==> config.mk <==
export PLATFORM = sky130hd
export DESIGN_NAME = dma_prio_arbiter
export DESIGN_NICKNAME = d
export VERILOG_FILES = /design/src/rtl/dma_arb_pkg.sv /design/src/rtl/dma_rr_pick.sv /design/src/rtl/dma_halt_gate.sv /design/src/rtl/dma_prr_seq.sv /design/src/rtl/dma_prio_arbiter.sv
export SDC_FILE = /design/constraint.sdc
export NUM_CORES = 1
export LEC_CHECK = 0
export ABC_AREA = 1
export BUFFER_PORTS_ARGS = -buffer_cell sky130_fd_sc_hd__buf_2
export CORE_ASPECT_RATIO = 1.25
export CORE_MARGIN = 4
export CORE_UTILIZATION = 60
export DETAILED_ROUTE_END_ITERATION = 8
export PLACE_DENSITY = 0.9
export SLEW_MARGIN = 0
export SYNTH_ARGS = -nofsm -noshare
export SYNTH_HDL_FRONTEND = slang
export SYNTH_SLANG_ARGS = --single-unit
export TNS_END_PERCENT = 5
==> constraint.sdc <==
create_clock -name clk -period 6.15 [get_ports clk]
set_input_delay 1.23 -clock clk [delete_from_list [all_inputs] [get_ports clk]]
set_output_delay 1.23 -clock clk [all_outputs]
set_load 0.03 [all_outputs]
==> src/rtl/dma_arb_pkg.sv <==
// Package: shared types of the DMA burst arbiter.
// Assumes nothing beyond IEEE 1800-2017 enum support.
package dma_arb_pkg;

    // Progress of a deferred rotation restart.
    typedef enum logic [1:0] {
        PR_IDLE     = 2'd0,   // no restart pending
        PR_WAIT_ONE = 2'd1,   // restart at the next burst end (or at once when idle)
        PR_WAIT_TWO = 2'd2    // skip one burst end (channel 1), then wait for one more
    } prr_state_e;

endpackage

==> src/rtl/dma_rr_pick.sv <==
// Module: dma_rr_pick
// Circular first-one search over an eligibility mask, starting at the
// entry after last_idx. Purely combinational.
// Assumes last_idx < NUM_CH.
module dma_rr_pick #(
    parameter int unsigned NUM_CH = 6,
    localparam int unsigned IDX_W = (NUM_CH > 1) ? $clog2(NUM_CH) : 1
) (
    input  logic [NUM_CH-1:0] eligible,
    input  logic [IDX_W-1:0]  last_idx,
    output logic              found,
    output logic [IDX_W-1:0]  pick_idx
);

    // Walk offsets 1..NUM_CH and keep the first eligible entry.
    always_comb begin
        found    = 1'b0;
        pick_idx = '0;
        for (int k = 1; k <= int'(NUM_CH); k++) begin
            int j;
            j = int'(last_idx) + k;
            if (j >= int'(NUM_CH)) j = j - int'(NUM_CH);
            if (!found && eligible[j]) begin
                found    = 1'b1;
                pick_idx = IDX_W'(j);
            end
        end
    end

endmodule

==> src/rtl/dma_halt_gate.sv <==
// Module: dma_halt_gate
// Debug-halt gating. While a halt is honoured, the gate lets the current
// word finish and then stalls the grant until the halt is released.
// Assumes word_done is only meaningful while busy.
module dma_halt_gate (
    input  logic clk,
    input  logic rst_n,
    input  logic halt_req,
    input  logic free_run,
    input  logic word_done,
    input  logic busy,
    output logic hold,
    output logic stall_q
);

    // A halt counts only when free-run is off.
    always_comb hold = halt_req && !free_run;

    // Enter stall at a word boundary or when idle; leave it when the halt drops.
    always_ff @(posedge clk) begin
        if (!rst_n) stall_q <= 1'b0;
        else        stall_q <= hold && (stall_q || word_done || !busy);
    end

    // a stall persists for as long as the halt is held.
    a_r11_stall_persists: assert property (@(posedge clk) disable iff (!rst_n)
        (hold && stall_q) |=> stall_q);

endmodule

==> src/rtl/dma_prr_seq.sv <==
// Module: dma_prr_seq
// Sequencer for the deferred rotation restart. It raises apply for one
// cycle once the bursts that must drain have ended.
// Assumes burst_end is high only while busy.
module dma_prr_seq
    import dma_arb_pkg::*;
(
    input  logic clk,
    input  logic rst_n,
    input  logic prio_reset,
    input  logic hi_mode,
    input  logic active_is_ch1,
    input  logic busy,
    input  logic burst_end,
    output logic apply
);

    prr_state_e st_q;

    // Apply when waiting for one end and the datapath is idle or just finished.
    always_comb apply = (st_q == PR_WAIT_ONE) && (!busy || burst_end);

    // Track how many burst ends are still owed before the restart.
    always_ff @(posedge clk) begin
        if (!rst_n) begin
            st_q <= PR_IDLE;
        end else begin
            unique case (st_q)
                PR_IDLE: begin
                    if (prio_reset)
                        st_q <= (hi_mode && active_is_ch1) ? PR_WAIT_TWO : PR_WAIT_ONE;
                end
                PR_WAIT_TWO: begin
                    if (burst_end) st_q <= PR_WAIT_ONE;
                end
                PR_WAIT_ONE: begin
                    if (apply) st_q <= PR_IDLE;
                end
                default: st_q <= PR_IDLE;
            endcase
        end
    end

    // a two-burst wait never applies before leaving that state.
    a_r8_two_step: assert property (@(posedge clk) disable iff (!rst_n)
        (st_q == PR_WAIT_TWO) |=> (st_q != PR_IDLE));

endmodule

==> src/rtl/dma_prio_arbiter.sv <==
// Module: dma_prio_arbiter
// Burst arbiter for NUM_CH DMA channels: circular rotation, optional
// preemptive channel 1 with a shadow of the interrupted channel, deferred
// rotation restart, delayed hard reset and debug-halt gating.
// Assumes the datapath raises burst_done only while a channel is active,
// and that the two strobes refer to the granted channel.
module dma_prio_arbiter
    import dma_arb_pkg::*;
#(
    parameter int unsigned NUM_CH = 6,
    localparam int unsigned IDX_W  = (NUM_CH > 1) ? $clog2(NUM_CH) : 1,
    localparam int unsigned CODE_W = $clog2(NUM_CH + 1)
) (
    input  logic              clk,
    input  logic              rst_n,
    input  logic [NUM_CH-1:0] ch_enable,
    input  logic [NUM_CH-1:0] ch_request,
    input  logic              word_done,
    input  logic              burst_done,
    input  logic              cfg_wr,
    input  logic              cfg_hi_prio,
    input  logic              prio_reset,
    input  logic              hard_reset,
    input  logic              halt_req,
    input  logic              free_run,
    output logic [NUM_CH-1:0] grant,
    output logic [CODE_W-1:0] active_code,
    output logic [CODE_W-1:0] shadow_code,
    output logic              hi_prio_mode
);

    localparam logic [CODE_W-1:0] CODE_CH1   = CODE_W'(1);
    localparam logic [IDX_W-1:0]  LAST_LOW   = IDX_W'(NUM_CH - 1);
    localparam logic [IDX_W-1:0]  LAST_HIGH  = IDX_W'(0);

    logic              hr_q;
    logic              core_rst_n;
    logic [CODE_W-1:0] active_q;
    logic [CODE_W-1:0] shadow_q;
    logic [IDX_W-1:0]  last_q;
    logic              mode_q;
    logic [NUM_CH-1:0] eligible;
    logic [NUM_CH-1:0] rr_mask;
    logic              rr_found;
    logic [IDX_W-1:0]  rr_idx;
    logic              busy;
    logic              active_is_ch1;
    logic              ch1_wins;
    logic              preempt;
    logic              arb_go;
    logic              hold;
    logic              stall_q;
    logic              prr_apply;

    // Delay the hard-reset pulse one clock before it clears the core.
    always_ff @(posedge clk) begin
        if (!rst_n) hr_q <= 1'b0;
        else        hr_q <= hard_reset;
    end

    // The core is cleared by the system reset or the delayed hard reset.
    always_comb core_rst_n = rst_n && !hr_q;

    // Derive eligibility and the decisions taken this cycle.
    always_comb begin
        eligible      = ch_enable & ch_request;
        rr_mask       = eligible & ~{{(NUM_CH-1){1'b0}}, mode_q};
        busy          = (active_q != '0);
        active_is_ch1 = (active_q == CODE_CH1);
        ch1_wins      = mode_q && eligible[0];
        preempt       = mode_q && busy && !active_is_ch1 && eligible[0]
                        && word_done && !burst_done && !hold;
        arb_go        = !busy && !hold && !prr_apply;
    end

    dma_rr_pick #(.NUM_CH(NUM_CH)) u_pick (
        .eligible (rr_mask),
        .last_idx (last_q),
        .found    (rr_found),
        .pick_idx (rr_idx)
    );

    dma_halt_gate u_halt (
        .clk       (clk),
        .rst_n     (core_rst_n),
        .halt_req  (halt_req),
        .free_run  (free_run),
        .word_done (word_done),
        .busy      (busy),
        .hold      (hold),
        .stall_q   (stall_q)
    );

    dma_prr_seq u_prr (
        .clk           (clk),
        .rst_n         (core_rst_n),
        .prio_reset    (prio_reset),
        .hi_mode       (mode_q),
        .active_is_ch1 (active_is_ch1),
        .busy          (busy),
        .burst_end     (busy && burst_done),
        .apply         (prr_apply)
    );

    // Mode register: writable only while every channel is disabled.
    always_ff @(posedge clk) begin
        if (!core_rst_n)                 mode_q <= 1'b0;
        else if (cfg_wr && !(|ch_enable)) mode_q <= cfg_hi_prio;
    end

    // Rotation pointer: restarted by the sequencer, advanced by rotation picks.
    always_ff @(posedge clk) begin
        if (!core_rst_n)                 last_q <= LAST_LOW;
        else if (prr_apply)              last_q <= mode_q ? LAST_HIGH : LAST_LOW;
        else if (arb_go && !ch1_wins && rr_found) last_q <= rr_idx;
    end

    // Active and shadow codes: burst end, preemption and new grants.
    always_ff @(posedge clk) begin
        if (!core_rst_n) begin
            active_q <= '0;
            shadow_q <= '0;
        end else if (busy) begin
            if (burst_done) begin
                if (mode_q && active_is_ch1) begin
                    active_q <= shadow_q;
                end else begin
                    active_q <= '0;
                    shadow_q <= '0;
                end
            end else if (preempt) begin
                shadow_q <= active_q;
                active_q <= CODE_CH1;
            end
        end else if (arb_go) begin
            if (ch1_wins) begin
                active_q <= CODE_CH1;
                shadow_q <= '0;
            end else if (rr_found) begin
                active_q <= CODE_W'(rr_idx) + CODE_CH1;
            end
        end
    end

    // Decode the active code into a one-hot grant, masked by a halt stall.
    for (genvar i = 0; i < NUM_CH; i++) begin : g_grant
        assign grant[i] = (active_q == CODE_W'(i + 1)) && !stall_q;
    end

    assign active_code  = active_q;
    assign shadow_code  = shadow_q;
    assign hi_prio_mode = mode_q;

    // the active code stays within 0..NUM_CH.
    a_r1_code_range: assert property (@(posedge clk) disable iff (!rst_n)
        active_q <= CODE_W'(NUM_CH));

    // at most one grant bit.
    a_r1_grant_onehot: assert property (@(posedge clk) disable iff (!rst_n)
        $onehot0(grant));

    // a takeover parks the old code and hands the datapath to channel 1.
    a_r6_shadow_capture: assert property (@(posedge clk) disable iff (!rst_n)
        (preempt && !hr_q) |=> (shadow_q == $past(active_q)) && (active_q == CODE_CH1));

    // the mode holds unless written with every channel disabled.
    a_r9_mode_locked: assert property (@(posedge clk) disable iff (!rst_n)
        (!hr_q && !(cfg_wr && !(|ch_enable))) |=> $stable(mode_q));

    // the delayed hard reset clears the codes and the mode.
    a_r10_hard_clear: assert property (@(posedge clk) disable iff (!rst_n)
        hr_q |=> (active_q == '0) && (shadow_q == '0) && !mode_q);

    // an honoured halt keeps an idle arbiter idle.
    a_r11_no_new_grant: assert property (@(posedge clk) disable iff (!rst_n)
        (hold && !busy && !hr_q) |=> (active_q == '0));

endmodule

# == Word level (Yosys, flattened, before mapping) ==
# Index checks and enable logic that the tools add are counted.
# totals
register_bits,14
output_inout_bits,13
elab_cells,160
# classes
n_addsub,13
order_cmp,12
eq_ne,12
mux,56
bitwise,3
n_reduce_logical,57
# ops
cell,n
>= comparator 32 x 4 -> 1 bit (second input constant),6
less-than comparator 32 x 5 -> 1 bit (second input constant),6
2-to-1 mux 32 bit,6
subtractor 32 x 4 -> 32 bit (second input constant),6
2-to-1 mux 3 bit,21
logical AND 1 bit,29
binary-select mux 1 bit (select 3 bit),6
2-to-1 mux 1 bit,18
zero test 1 bit,15
adder 3 x 3 -> 4 bit (second input constant),3
AND 6 bit,2
== test 3 bit (second input constant),3
AND reduction 3 bit,3
adder 3 x 2 -> 4 bit (second input constant),2
2-to-1 mux 2 bit,4
== test 3 x 2 -> 1 bit (second input constant),2
inverter 1 -> 6 bit,1
case mux 2 bit (3 select lines),1
nonzero test 2 bit,3
nonzero test 3 bit,2
OR reduction 6 bit,1
adder 3 x 1 -> 4 bit (second input constant),1
!= test 2 bit (second input constant),2
adder 3 x 1 -> 3 bit (second input constant),1
7 further kinds,9

# == Longest topological paths before layout ==
# logic_depth
depth_word,27
depth_mapped,23

# == Hierarchy ==
# From an unflattened synthesis, not the netlist that was laid out.
# unflattened
cells_unflattened,361
hier_area_um2,2054.5
# modules_own_cells
mod,n_inst,cells_each,area_each_um2
dma_rr_pick,1,194,1078.5
dma_prio_arbiter,1,130,777.0
dma_prr_seq,1,28,147.6
dma_halt_gate,1,9,51.3

# == Least setup slack after synthesis ==
# No wires, ideal clock.
# synth_timing
path_type,input to register
start,input port ch_enable[4]
end,register active_q[1] (netlist: active_code[1])
arrival_time_ns,2.793
required_ns,6.031
path_slack_ns,3.238
stages,15
path_buffers,0
path_cell_list,nand2_1 -> inv_1 -> o21ai_0 -> o21ai_0 -> nand2_1 -> nand2_4 -> nor2_8 -> nand2_2 -> a21oi_1 -> o21ai_2 -> ha_1 -> nand2_1 -> nand2_1 -> o21ai_1 -> a21oi_1
# synth_via
elab_chain_len,26
# synth_rtl
item,line_no,rtl
start: declaration,dma_prio_arbiter.sv:16,"input logic [NUM_CH-1:0] ch_enable,"
AND 6 bit (*),dma_prio_arbiter.sv:66,eligible = ch_enable & ch_request;
AND 6 bit (*),dma_prio_arbiter.sv:67,"rr_mask = eligible & ~{{(NUM_CH-1){1'b0}}, mode_q};"
binary-select mux 1 bit (select 3 bit),dma_rr_pick.sv:23,if (!found && eligible[j]) begin
2-to-1 mux 1 bit (not written as such) (2 in series),dma_rr_pick.sv:23,
2-to-1 mux 1 bit,dma_rr_pick.sv:23,
zero test 1 bit,dma_rr_pick.sv:23,
logical AND 1 bit,dma_rr_pick.sv:23,
2-to-1 mux 1 bit,dma_rr_pick.sv:23,
[... 9 more ...],-,
zero test 1 bit,dma_rr_pick.sv:23,
logical AND 1 bit,dma_rr_pick.sv:23,
2-to-1 mux 3 bit,dma_rr_pick.sv:23,
adder 3 x 1 -> 3 bit,dma_prio_arbiter.sv:140,active_q <= CODE_W'(rr_idx) + CODE_CH1;
2-to-1 mux 3 bit,dma_prio_arbiter.sv:139,end else if (rr_found) begin
2-to-1 mux 3 bit,dma_prio_arbiter.sv:136,if (ch1_wins) begin
2-to-1 mux 3 bit,dma_prio_arbiter.sv:135,end else if (arb_go) begin
2-to-1 mux 3 bit,dma_prio_arbiter.sv:123,end else if (busy) begin
end signal: assignment,dma_prio_arbiter.sv:126,active_q <= shadow_q;
end signal: assignment,dma_prio_arbiter.sv:140,
end: declaration,dma_prio_arbiter.sv:38,logic [CODE_W-1:0] active_q;
# Every way passes the cells marked *; elsewhere a longest branch is shown, timed or not. The select of a mux whose other input is x is not followed.
# A chain may end at the register's enable or synchronous reset.

# == Worst setup path in the final report ==
# layout_timing
start,register last_q[0]
end,register active_q[1] (netlist: active_code[1])
# layout_via
elab_chain_len,27
# layout_rtl
item,line_no,rtl
start: declaration,dma_prio_arbiter.sv:40,logic [IDX_W-1:0] last_q;
start signal: assignment,dma_prio_arbiter.sv:114,else if (prr_apply) last_q <= mode_q ? LAST_HIGH : LAST_LOW;
start signal: assignment,dma_prio_arbiter.sv:115,else if (arb_go && !ch1_wins && rr_found) last_q <= rr_idx;
adder 3 x 1 -> 4 bit,dma_rr_pick.sv:21,j = int'(last_idx) + k;
subtractor 32 x 4 -> 32 bit / >= comparator 32 x 4 -> 1 bit (equally long branches),dma_rr_pick.sv:22,if (j >= int'(NUM_CH)) j = j - int'(NUM_CH);
2-to-1 mux 32 bit,dma_rr_pick.sv:22,
binary-select mux 1 bit (select 3 bit),dma_rr_pick.sv:23,
2-to-1 mux 1 bit (not written as such) (2 in series),dma_rr_pick.sv:23,
2-to-1 mux 1 bit,dma_rr_pick.sv:23,
zero test 1 bit,dma_rr_pick.sv:23,
logical AND 1 bit,dma_rr_pick.sv:23,
[... 10 more ...],-,
zero test 1 bit,dma_rr_pick.sv:23,
logical AND 1 bit,dma_rr_pick.sv:23,
2-to-1 mux 3 bit,dma_rr_pick.sv:23,
adder 3 x 1 -> 3 bit,dma_prio_arbiter.sv:140,
2-to-1 mux 3 bit,dma_prio_arbiter.sv:139,
2-to-1 mux 3 bit,dma_prio_arbiter.sv:136,
2-to-1 mux 3 bit,dma_prio_arbiter.sv:135,
2-to-1 mux 3 bit,dma_prio_arbiter.sv:123,
# Parallel ways exist; a longest one is shown, timed or not. The select of a mux whose other input is x is not followed.

==> impl_metrics.env <==
export IMPL_die_area_mm2=0.00387
export IMPL_maxCapViolCount=0
export IMPL_post_place_ws_ns=2.77
export IMPL_syn_area_per_cell_um2=5.89
export IMPL_synthMostInstantiatedCell="nand2_1"
export IMPL_antenna_found_initial=0
export IMPL_grt_pass1_wl_um=7490
export IMPL_slowest_delay_ns=0.63
export IMPL_hpwl_um=3600
export IMPL_slowest_stage="dfxtp_1"
export IMPL_clk_path_buf_depth=2
export IMPL_stdcell_count=367
export IMPL_synth_xor_area_frac=0.0142
export IMPL_die_w_um=56.5
export IMPL_synthTopCellsByCount="nand2_1, inv_1, nand3_1"
export IMPL_end_kind="register"
export IMPL_io_buffer_count=34
export IMPL_synth_area_leader_cell="dfxtp_1"
export IMPL_synth_area_top_cells="dfxtp_1, nand2_1, ha_1"
export IMPL_cp_buffers_inverters=3
export IMPL_synth_top_family_by_area="simple AND/OR/NAND/NOR gates"
export IMPL_drive_above_1_share=0.198
export IMPL_worst_path_most_repeated_cell="nand2_1"
export IMPL_path_delay_family="simple AND/OR/NAND/NOR gates"
export IMPL_post_cts_setup_buffer_count=0
export IMPL_htree_levels=1
export IMPL_drc=0
export IMPL_crit_path_start_kind="register"
export IMPL_ys_ff_latch=14
export IMPL_fill_cells=265
export IMPL_root_buffer="clkbuf_4"
export IMPL_yosysUniqueCellTypes=32
export IMPL_hold_viol=0
export IMPL_wirelength_um=4270
export IMPL_async_flop_share=0
export IMPL_synth_edf_count=0
export IMPL_ys_flop_type="dfxtp_1"
export IMPL_path_cells="inv_1 > ha_1 > inv_2 > nand2_2 > nand3_1 > nand2_1 > nand2_1 > nand2_1 > inv_1 > nand2_1 > nand2_4 > nand2_4 > nor2_8 > nand2_2 > nor2_4 > nand3_1 > o21ai_2 > ha_1 > nand2_1 > nand2_1 > o21ai_1 > a21oi_1"
export IMPL_die_h_um=68.6
export IMPL_hold_buffers=0
export IMPL_final_nets=370
export IMPL_worstSetupPathType="reg -> reg"
export IMPL_power_density_mw_per_mm2=478
export IMPL_areaGrowthSynthToFinish_pct=12.5
export IMPL_via_per_inst=5.46
export IMPL_synthSimpleGateAreaFrac=0.450
export IMPL_syn_inst=299
export IMPL_syn_area_mm2=0.00176
export IMPL_routedWlPerCell_um=11.6
export IMPL_leakage_uw=0.00108
export IMPL_crit_arrival_ns=3.58
export IMPL_regArea_um2=280
export IMPL_synthMuxAreaShare=0
export IMPL_cts_resized_gates=0
export IMPL_synth_fa_ha_area_frac=0.0994
export IMPL_ys_seq_area_frac=0.159
export IMPL_core_mm2=0.00276
export IMPL_synth_compound_area_share=0.150
export IMPL_clock_fmax_mhz=294
export IMPL_first_global_vias=1863
export IMPL_vias=2005
export IMPL_setup_viol=0
export IMPL_dr_pass1_iters=4
export IMPL_peakVddDrop_v=0.000364
export IMPL_yosys_area_top_type_share=0.159
export IMPL_place_congestion=0.952
export IMPL_synth_fp_nets=335
export IMPL_grt_use_total=0.238
export IMPL_clk_pin_slew_ns=0.09
export IMPL_power_total_uw=948
export IMPL_cts_sinks=14
export IMPL_ys_warnings_count=0
export IMPL_initial_core_util=0.639
export IMPL_tns_ns=0
export IMPL_worst_pin_slew_ns=0.558
export IMPL_hold_class="reg -> reg"
export IMPL_finalClockSkew_ns=0.00485
export IMPL_grt_overflow_total=0
export IMPL_rsz0062_at_grt="no"
export IMPL_fin_crit_ns=3.40
export IMPL_row_count=21
export IMPL_ant_nets=0
export IMPL_cts_buffers=3
export IMPL_setup_slack_ns=2.75
export IMPL_dp_cells=363
export IMPL_cts_tree="done"
export IMPL_grt_max_degree=18
export IMPL_slew_violations=0
export IMPL_crit_fanout=17
export IMPL_drt_iter0_markers=98
export IMPL_slew_limit_headroom=0.628
export IMPL_outcome="complete, no violations"
export IMPL_ios=35
export IMPL_r2r_setup_slack_ns=2.75
export IMPL_multi_input_area_mm2=0.00126
export IMPL_min_period_over_period=0.553
export IMPL_clk_latency_ns=0.28
export IMPL_cp_data_required_time_ns=6.33
export IMPL_diodes=0
flip-flops by register name (all words and copies together) (netlist names):
signal and count:
active_code 3, hi_prio_mode 1, u_prr.st_q 2, hr_q 1, shadow_code 3, u_halt.stall_q 1
last_q 3
cells by family after synthesis:
group                      after synthesis
DFF                                     14
adders and majority gates               14
xor gates and xnor gates                 2
and+or+nand+nor                        165
AOI/OAI and AO/OA                       48
buffers and inverters                   56
layout by cell type, fill, tap and decap left out, types with 4 or more instances in the layout:
cell / synthesis / final
nand2_2: 6 / 6
inv_2: 7 / 7
nand2_1: 71 / 71
o21ai_1: 4 / 4
ha_1: 14 / 14
buf_2: 1 / 34
inv_1: 45 / 45
nand3b_1: 4 / 4
nor3_1: 7 / 7
nand3_2: 5 / 5
nand4_1: 4 / 4
nand3_1: 32 / 32
nor2_1: 28 / 28
o21ai_0: 20 / 20
dfxtp_1: 14 / 14
a21oi_1: 14 / 14
worst paths after layout:
check,start,end,cells past startpoint
worst min register to register,shadow_code[0]$_SDFFE_PN0P_,shadow_code[0]$_SDFFE_PN0P_,2
worst max register to register,last_q[0]$_SDFFE_PN1P_,active_code[1]$_SDFFE_PN0P_,22
worst min-delay path,shadow_code[0]$_SDFFE_PN0P_,shadow_code[0]$_SDFFE_PN0P_,2
worst max-delay path,last_q[0]$_SDFFE_PN1P_,active_code[1]$_SDFFE_PN0P_,22
area by class of cell:
type                            count  share of cell area
Tap cell                           34              0.0215
Multi-Input combinational cell    229               0.634
Sequential cell                    14               0.141
Clock buffer                        4              0.0183
Timing Repair Buffer               34              0.0859
Inverter                           52              0.0985
power by group:
part / internal (uW) / switching (uW)
registers: 110 / 28.7
logic: 250 / 492
clock network: 36.0 / 31.5
total: 396 / 552
tightest hold or removal path: cells and delay by family, from the launching register on:
| kind | cells | cell delay (ns) |
|---|---|---|
| flip-flops | 1 | 0.33 |
| buffers and inverters | 1 | 0.06 |
| AO/OA/AOI/OAI | 1 | 0.05 |
layer usage:
metal / part of all wire / wire length, um / GRT usage
met5: 0 / 0 / 0
met4: 0.032 / 138 / 0.101
met3: 0.067 / 284 / 0.0223
met2: 0.50 / 2140 / 0.467
met1: 0.40 / 1700 / 0.261
through the flow:
step / area (um2) / hold slack, ns / util
after floorplan: 1760 / 0.489 / -
after global placement: 1950 / 0.458 / 0.705
after detailed placement: 1950 / 0.460 / 0.705
after CTS: 1980 / 0.478 / 0.718
after global routing: 1980 / 0.518 / 0.718
final: 1980 / 0.484 / 0.718
Note: power is estimated with default switching activity, not from simulation.
